===== config.mk =====
export PLATFORM = sky130hd
export DESIGN_NAME = sdram_addr_mapper
export DESIGN_NICKNAME = d
export VERILOG_FILES = /design/src/rtl/sdmap_pkg.sv /design/src/rtl/sdmap_split.sv /design/src/rtl/sdmap_tracker.sv /design/src/rtl/sdmap_addr_fmt.sv /design/src/rtl/sdram_addr_mapper.sv
export SDC_FILE = /design/constraint.sdc
export NUM_CORES = 1
export LEC_CHECK = 0
export ABC_AREA = 1
export ABC_CLOCK_PERIOD_IN_PS = 1480
export CAP_MARGIN = 10
export CORE_UTILIZATION = 47
export CTS_CLUSTER_DIAMETER = 100
export DETAILED_ROUTE_END_ITERATION = 8
export PLACE_DENSITY = 0.78
export SETUP_SLACK_MARGIN = 0.02
export SYNTH_ARGS = -nofsm -noshare
export SYNTH_HDL_FRONTEND = slang
export SYNTH_SLANG_ARGS = --single-unit

===== constraint.sdc =====
create_clock -name clk -period 1.48 [get_ports clk]
set_input_delay 0.222 -clock clk [delete_from_list [all_inputs] [get_ports clk]]
set_output_delay 0.222 -clock clk [all_outputs]
set_load 0.01 [all_outputs]

===== src/rtl/sdmap_pkg.sv =====
package sdmap_pkg;
  localparam int SDA_W     = 14;
  localparam int BANK_W    = 2;
  localparam int COL_W_MIN = 8;
  localparam int N_PAGE    = 3;
  localparam int PG_W      = 2;
  localparam int COL_W_MAX = COL_W_MIN + N_PAGE - 1;
  localparam int ROW_W_4B  = 12;
  localparam int ROW_W_2B  = 11;
  localparam int LOW_W     = SDA_W - BANK_W;
  localparam int ALL_BIT   = 10;
  localparam int MIN_ADDR_W = COL_W_MAX + BANK_W + ROW_W_4B;

  typedef enum logic [1:0] {
    CMD_NOP  = 2'd0,
    CMD_ACT  = 2'd1,
    CMD_RW   = 2'd2,
    CMD_PREA = 2'd3
  } sd_cmd_e;

  typedef struct packed {
    logic [PG_W-1:0] pg;
    logic            four_bank;
  } geom_t;

  typedef struct packed {
    logic [ROW_W_4B-1:0]  row;
    logic [BANK_W-1:0]    bank;
    logic [COL_W_MAX-1:0] col;
  } sd_fields_t;
endpackage


===== src/rtl/sdmap_split.sv =====
module sdmap_split
  import sdmap_pkg::*;
#(
  parameter int ADDR_W = MIN_ADDR_W
) (
  input  logic [ADDR_W-1:0] addr,
  input  geom_t             geom,
  output sd_fields_t        fields
);
  sd_fields_t cand2 [N_PAGE];
  sd_fields_t cand4 [N_PAGE];
  logic [PG_W-1:0] pidx;

  for (genvar p = 0; p < N_PAGE; p++) begin : g_pg
    localparam int CW = COL_W_MIN + p;
    sd_fields_t f2, f4;
    always_comb begin
      f2 = '0;
      f2.col[CW-1:0]       = addr[CW-1:0];
      f2.bank[0]           = addr[CW];
      f2.row[ROW_W_2B-1:0] = addr[CW+ROW_W_2B:CW+1];
      f4 = '0;
      f4.col[CW-1:0]       = addr[CW-1:0];
      f4.bank              = addr[CW+BANK_W-1:CW];
      f4.row               = addr[CW+BANK_W+ROW_W_4B-1:CW+BANK_W];
    end
    assign cand2[p] = f2;
    assign cand4[p] = f4;
  end

  // Unused code 3 falls back to the widest page
  assign pidx   = (geom.pg > PG_W'(N_PAGE-1)) ? PG_W'(N_PAGE-1) : geom.pg;
  assign fields = geom.four_bank ? cand4[pidx] : cand2[pidx];
endmodule


===== src/rtl/sdmap_tracker.sv =====
module sdmap_tracker
  import sdmap_pkg::*;
(
  input  logic       clk,
  input  logic       rst,
  input  logic       acc_valid,
  input  logic       prea,
  input  geom_t      geom_in,
  input  sd_fields_t fields,
  output geom_t      geom_eff,
  output sd_fields_t rec,
  output logic       rec_four_bank,
  output logic       hit,
  output logic       miss
);
  logic  open_q;
  geom_t geom_q;
  logic  match;

  // Geometry follows the inputs only while no page is open
  assign geom_eff = open_q ? geom_q : geom_in;
  assign match    = open_q && !prea && (rec.row == fields.row) && (rec.bank == fields.bank);

  always_ff @(posedge clk) begin
    if (rst) begin
      open_q        <= 1'b0;
      geom_q        <= '0;
      rec           <= '0;
      rec_four_bank <= 1'b0;
      hit           <= 1'b0;
      miss          <= 1'b0;
    end else begin
      hit  <= acc_valid && match;
      miss <= acc_valid && !match;
      if (!open_q) geom_q <= geom_in;
      if (acc_valid) begin
        open_q        <= 1'b1;
        rec           <= fields;
        rec_four_bank <= geom_eff.four_bank;
      end else if (prea) begin
        open_q <= 1'b0;
      end
    end
  end
endmodule


===== src/rtl/sdmap_addr_fmt.sv =====
module sdmap_addr_fmt
  import sdmap_pkg::*;
(
  input  logic             clk,
  input  logic             rst,
  input  sd_cmd_e          cmd,
  input  sd_fields_t       rec,
  input  logic             four_bank,
  output logic [SDA_W-1:0] sd_addr
);
  logic [BANK_W-1:0] bank_lines;
  logic [LOW_W-1:0]  row_low, col_low;
  logic [SDA_W-1:0]  nxt;

  always_comb begin
    bank_lines = four_bank ? rec.bank : {rec.bank[0], 1'b0};
    row_low    = '0;
    if (four_bank) row_low = rec.row;
    else           row_low[ROW_W_2B-1:0] = rec.row[ROW_W_2B-1:0];
    col_low    = '0;
    col_low[COL_W_MAX-1:0] = rec.col;
    unique case (cmd)
      CMD_ACT:  nxt = {bank_lines, row_low};
      CMD_RW:   nxt = {bank_lines, col_low};
      CMD_PREA: nxt = SDA_W'(1) << ALL_BIT;
      default:  nxt = '0;
    endcase
  end

  always_ff @(posedge clk) begin
    if (rst) sd_addr <= '0;
    else     sd_addr <= nxt;
  end
endmodule


===== src/rtl/sdram_addr_mapper.sv =====
module sdram_addr_mapper
  import sdmap_pkg::*;
#(
  parameter int ADDR_W = MIN_ADDR_W
) (
  input  logic              clk,
  input  logic              rst,
  input  logic              acc_valid,
  input  logic [ADDR_W-1:0] acc_addr,
  input  logic [1:0]        cfg_page_sel,
  input  logic              cfg_four_bank,
  input  logic [1:0]        cmd_sel,
  output logic [13:0]       sd_addr,
  output logic              acc_hit,
  output logic              acc_miss
);
  sd_cmd_e    cmd;
  geom_t      geom_in, geom_eff;
  sd_fields_t fields, rec;
  logic       rec_four_bank;

  assign cmd     = sd_cmd_e'(cmd_sel);
  assign geom_in = '{pg: cfg_page_sel, four_bank: cfg_four_bank};

  sdmap_split #(.ADDR_W(ADDR_W)) i_split (
    .addr   (acc_addr),
    .geom   (geom_eff),
    .fields (fields)
  );

  sdmap_tracker i_track (
    .clk           (clk),
    .rst           (rst),
    .acc_valid     (acc_valid),
    .prea          (cmd == CMD_PREA),
    .geom_in       (geom_in),
    .fields        (fields),
    .geom_eff      (geom_eff),
    .rec           (rec),
    .rec_four_bank (rec_four_bank),
    .hit           (acc_hit),
    .miss          (acc_miss)
  );

  sdmap_addr_fmt i_fmt (
    .clk       (clk),
    .rst       (rst),
    .cmd       (cmd),
    .rec       (rec),
    .four_bank (rec_four_bank),
    .sd_addr   (sd_addr)
  );
endmodule


Yosys cells after proc, flatten, opt, wreduce, memory -nomap -nowiden. Cells that the tools add are included.

Equal/unequal tests: 5. $lt $le $gt $ge: 2. Reductions and logical operators: 8. Mux-type cells: 14. Bitwise logic cells: 1.

Operators by type and width (number): 24-bit 2-to-1 mux (5); 24-bit binary-select mux with 2-bit select (2); 14-bit case mux with 3 select lines (1); 12-bit == test (1); 1-bit logical AND (5); 2-bit == test (second input constant) (2); 2-bit 2-to-1 mux (2); 3-bit greater-or-equal comparator (second input constant) (1); 1-bit 2-to-1 mux (3); 3-bit 2-to-1 mux (1); 2-bit inverter with 3-bit output (1); 2-bit by 1-bit == test with 1-bit output (second input constant) (1); 2-bit == test (1); 2-bit greater-than comparator (second input constant) (1); 1-bit logical NOT (2); 2-bit nonzero test (1).

Bits in registers: 45. Word-level logic and storage cells: 40.

Logic depth before layout (Yosys ltp).
Depth in word-level cells: 13. Mapped depth: 16. Gate-level depth less buffers: 14.

Modules after synthesis. From an unflattened synthesis, not the netlist that was laid out.

Cells, all modules: 385. Area total of the unflattened synthesis: 2474.9 sq um.

Modules (own cells, without submodules): sdmap_tracker (area each 1345.0 sq um, sequential area each 620.6 sq um, times used 1, cells an instance 200); sdmap_split (area each 564.3 sq um, sequential area each 0.0 sq um, times used 1, cells an instance 117); sdmap_addr_fmt (area each 558.0 sq um, sequential area each 280.3 sq um, times used 1, cells an instance 66); sdram_addr_mapper (area each 7.5 sq um, sequential area each 0.0 sq um, times used 1, cells an instance 2).

Least setup slack after synthesis. OpenSTA, ideal clock, no wires.

Path type: flip-flop to flip-flop. Start point: register i_track.open_q. End point: register i_track.miss. Cell stages (with the launch flop): 16. Data required time: 1.364 ns. Path buffers: 2. Library setup time: 0.116 ns. Path slack: -0.098 ns. Data arrival time: 1.462 ns. Path through: dfxtp_1 buf_6 inv_4 nand2_2 nand2_2 buf_6 nand3_1 nand3_2 nand2_1 nand3_1 nor2_1 nand2_1 nor2_1 nand2_1 nor2_1 nor2_1.

Cells in the longest elaborated chain, start to end: 13. Elaborated cells on any way between the ends: 18.

Ends and longest elaborated chain: start: declaration (RTL line sdmap_tracker.sv:16) `logic open_q;`; start signal: assignment (RTL line sdmap_tracker.sv:26) `open_q <= 1'b0;`; start signal: assignment (RTL line sdmap_tracker.sv:37) `open_q <= 1'b1;`; start signal: assignment (RTL line sdmap_tracker.sv:41) `open_q <= 1'b0;`; 3-bit 2-to-1 mux; 2-bit greater-than comparator (RTL line sdmap_split.sv:32) `assign pidx = (geom.pg > PG_W'(N_PAGE-1)) ? PG_W'(N_PAGE-1) : geom.pg;`; 2-bit 2-to-1 mux (RTL line sdmap_split.sv:32); 2-bit inverter with 3-bit output (implied by the code) (RTL line sdmap_split.sv:33) `assign fields = geom.four_bank ? cand4[pidx] : cand2[pidx];`; 24-bit binary-select mux with 2-bit select (RTL line sdmap_split.sv:33); 24-bit 2-to-1 mux (implied by the code) (2 in a row) (RTL line sdmap_split.sv:33); 24-bit 2-to-1 mux (RTL line sdmap_split.sv:33); 12-bit == test (RTL line sdmap_tracker.sv:22) `assign match = open_q && !prea && (rec.row == fields.row) && (rec.bank == fields.bank);`; 1-bit logical AND (RTL line sdmap_tracker.sv:22); 1-bit logical AND * (RTL line sdmap_tracker.sv:22); 1-bit logical NOT * (RTL line sdmap_tracker.sv:34) `miss <= acc_valid && !match;`; 1-bit logical AND * (RTL line sdmap_tracker.sv:34); end signal: assignment (RTL line sdmap_tracker.sv:34); end: declaration (RTL line sdmap_tracker.sv:14) `output logic miss`.

Every way passes the cells marked *; elsewhere a longest branch is shown, timed or not. The select of a mux whose other input is x is not followed. A chain may end at the register's enable or synchronous reset.

Worst setup path after layout.
Start point: register i_track.open_q. End point: register i_track.hit.

Cells in the longest elaborated chain, start to end: 12. Elaborated cells on any way between the ends: 17.

Ends and longest elaborated chain: 3-bit 2-to-1 mux; 2-bit greater-than comparator (RTL line sdmap_split.sv:32); 2-bit 2-to-1 mux (RTL line sdmap_split.sv:32); 2-bit inverter with 3-bit output (implied by the code) (RTL line sdmap_split.sv:33); 24-bit binary-select mux with 2-bit select (RTL line sdmap_split.sv:33); 24-bit 2-to-1 mux (implied by the code) (2 in a row) (RTL line sdmap_split.sv:33); 24-bit 2-to-1 mux (RTL line sdmap_split.sv:33); 12-bit == test (RTL line sdmap_tracker.sv:22); 1-bit logical AND (RTL line sdmap_tracker.sv:22); 1-bit logical AND * (RTL line sdmap_tracker.sv:22); 1-bit logical AND * (RTL line sdmap_tracker.sv:33) `hit <= acc_valid && match;`; end signal: assignment (RTL line sdmap_tracker.sv:33); end: declaration (RTL line sdmap_tracker.sv:13) `output logic hit,`.

Marked as above.

==> summary.txt <==
Detailed routing
  – Pre-antenna DRT Iters: 8
  – Vias per std cell: 5.497
  – Wire per inst: 15.17 microns
  – Via Count: 3084
  – Drt drc: 0
  – Starting DRT DRC Count: 297
  – DRT Wirelength: about 8.5 mm
  – Final ANT Viol Nets: 0

Critical path
  – Reg-to-Reg Start: i_track.open_q
  – CP max stage cell: dfxtp_2
  – Crit Path Max Fanout: 12
  – R2r endpoint: i_track.hit
  – CP required: between 1.5 and 2 ns
  – Critical path buffer and inverter count: 3
  – CP cell instances: buf_4, nand2_1, o21ai_4, inv_4, nand4_1, inv_2, nand2_2, nand2_2, nand2_2, nor2_2, nand2_1, nor2_1, nand2_1, nor2_2
  – Crit path max-delay family: simple AND/OR/NAND/NOR gates
  – Crit path largest cell delay: about 0.34 ns
  – Startpoint Class: flip-flop
  – CP arrival: 2.27 ns
  – Setup slack, reg-to-reg: -0.54 ns
  – R2R cell count: 14
  – Setup CP Type: reg2reg
  – Worst setup EP type: flip-flop

Yosys
  – Synth Cell Area: 2609 sq um
  – Yosys warns: 0
  – Synth area leaders: dfxtp_1, nand2_1, nand3_1
  – Post-Synthesis Cells: 401
  – Area leader, netlist: dfxtp_1
  – Post-synthesis sequential area ratio: between 30% and 40%
  – #FFs+latches synth: 45
  – Syn nets: about 430
  – Syn Area/Cell: 6.506 sq um
  – Post-synth cell types: 28
  – Post-synth top area share: 34.53%

Job
  – Max Cap Viol: 0

Finish
  – Share of cells above drive strength 1: 27.49%
  – Commonest non-fill, non-tap cell in the layout: nand2_1
  – Commonest non-fill, non-tap cells in the layout: nand2_1, inv_1, clkdlybuf4s50_1, dfxtp_1, buf_4
  – # fillers: between 300 and 400
  – Post-route insts no fill: 561
  – Area delta synth->final: 51.99%
  – N_diodes: 0
  – Fin nets: 522

CTS
  – CTS buffer count: 5
  – Bufs on Longest Clock Path: 2
  – Clock sink count: 45
  – TritonCTS clock tree: done
  – H-tree Lvls: 2
  – Reg clk slew, reported paths: ~0.090 ns
  – Clk root buf: clkbuf_8
  – Clk Latency, worst-skew pair: between 0.3 and 0.4 ns

Global routing
  – Vias in the first global route: 2737
  – First-pass GRT wire length: about 12 mm
  – Total GRT Usage: 26.97%
  – Remaining global-route overflow: 0
  – Largest net degree at the start of global routing: 21
  – Initial antenna violation count: 0

STA
  – Setup_tns: -2.900 ns
  – Fmax achieved: 0.4960 GHz
  – Fin. Hold Viols: 0
  – Final slew viol count: 0
  – Least-Margin Pin Slew: 0.4700 ns
  – Crit path time final: 2.016 ns
  – Worst Clk Skew: 0.006123 ns
  – Worst Slack Setup Final: -0.5363 ns
  – RSZ-0062 raised after global routing: yes
  – Slew HR: 68.63%
  – # setup viols final: 15
  – Final worst-path cycle share: 136.2%

Floorplan
  – Die area: 5852 sq um
  – Row cnt: 26
  – Die X: 76.50 microns
  – Core Area: 5238 sq um
  – Num ports: 48
  – Initial cell density of the core: 49.81%
  – Die Ht: 76.50 microns

Power
  – Leakage: ~1.8 nW
  – Power Density: 949.0 nW/um^2
  – Peak VDD IR: 820.6 uV

Hold path
  – Hold WC Path Type: reg2reg
  – Hold path startpoint: i_track.rec_four_bank
  – Hold path depth: 2
  – Hold Path Sink: i_fmt.sd_addr[11]

Place
  – # port buffers: 47
  – Placed instance count: about 530
  – GP Congestion: 0.9325
  – Pre-CTS WS: -0.6693 ns
  – DP Wirelength: ~5.2 mm

Outcome
  – Failing checks: negative setup slack
  – Outcome: complete, but fails checks
==> how the worst max path moves through the flow <==
stage | from | cells past startpoint | endpoint
6_report | i_track.open_q | 14 | i_track.hit
2_1_floorplan | i_track.open_q | 15 | i_track.miss
5_1_grt | i_track.open_q | 14 | i_track.hit
4_1_cts | i_track.open_q | 14 | i_track.miss
3_5_place_dp | cfg_page_sel[1] | 15 | i_track.miss
3_3_place_gp | cfg_page_sel[1] | 15 | i_track.miss
==> final cells by class <==
class                   instances  area, sq um  area share [%]
clock buffers                   6        82.58           2.083
well taps                      70        87.58           2.209
flip-flops and latches         45        902.1           22.75
inverters                      58        225.2           5.680
multi-input cells             280         1655           41.75
clock inverters                 2        37.54          0.9467
repair buffers                100        974.7           24.58
==> cell families (layout without fill, tap and decap cells) <==
family	after synthesis	count (layout)	share of synthesized area, %
AND/OR/NAND/NOR	224	224	40.53
buffers and inverters	76	166	12.81
AO/OA/AOI/OAI	56	56	12.13
flip-flops	45	45	34.53
==> synthesized netlist by cell type (all sizes together) <==
cell type	number
a2111oi	1
a211oi	1
a21oi	26
buf	8
clkbuf	10
dfxtp	45
inv	58
nand2	108
nand3	46
nand4	26
nor2	43
nor4	1
o211ai	2
o21ai	25
o31ai	1
==> power by group <==
part           internal [mW]  total [mW]  switching [mW]
clock network          0.549       0.988           0.439
logic                  0.627        1.42           0.796
registers               1.29        1.35          0.0581
==> through the flow <==
| step | total power, mW | hold slack [ns] | utilization, % | cell area [sq um] |
|---|---|---|---|---|
| final | 3.763 | 0.4547 | 75.70 | 3965 |
| after global routing | 3.942 | 0.4714 | 75.70 | 3965 |
| after CTS | 3.551 | 0.4554 | 71.79 | 3760 |
| after detailed placement | 2.439 | 0.4451 | 64.98 | 3403 |
| after global placement | 2.421 | 0.4461 | 64.98 | 3403 |
| after floorplan | 2.056 | 0.3569 | - | 2675 |
==> layer usage <==
metal / GRT usage [%] / wire [microns] / vias to the layer above
li1: - / - / 1478
met1: 32.72 / 3347 / 1366
met2: 47.30 / 4013 / 191
met3: 4.431 / 724 / 49
met4: 10.58 / 423 / 0
met5: 0 / 0 / -
==> timing repair <==
action,4_1_cts,5_1_grt
hold buffers,0,0
buffers inserted,10,12
gates cloned,1,0
endpoints found under the hold margin,0,0
gates resized for setup,42,36
setup endpoints to repair,15,16
pin swaps,24,31
==> worst reg2reg max path, cell delays in order (launching register included) <==
cell and delay [ns]:
dfxtp_2 0.34, buf_4 0.14, nand2_1 0.10, o21ai_4 0.11, inv_4 0.18, nand4_1 0.29
inv_2 0.13, nand2_2 0.06, nand2_2 0.07, nand2_2 0.06, nor2_2 0.11, nand2_1 0.07
nor2_1 0.14, nand2_1 0.09, nor2_2 0.09
==> sequential cells by signal (all words and copies together), names as in the netlist <==
signal and flops:
i_fmt.sd_addr 14, i_track.geom_q 3, i_track.hit 1, i_track.miss 1
i_track.open_q 1, i_track.rec 24, i_track.rec_four_bank 1
Power figures use the tool's default switching activity.
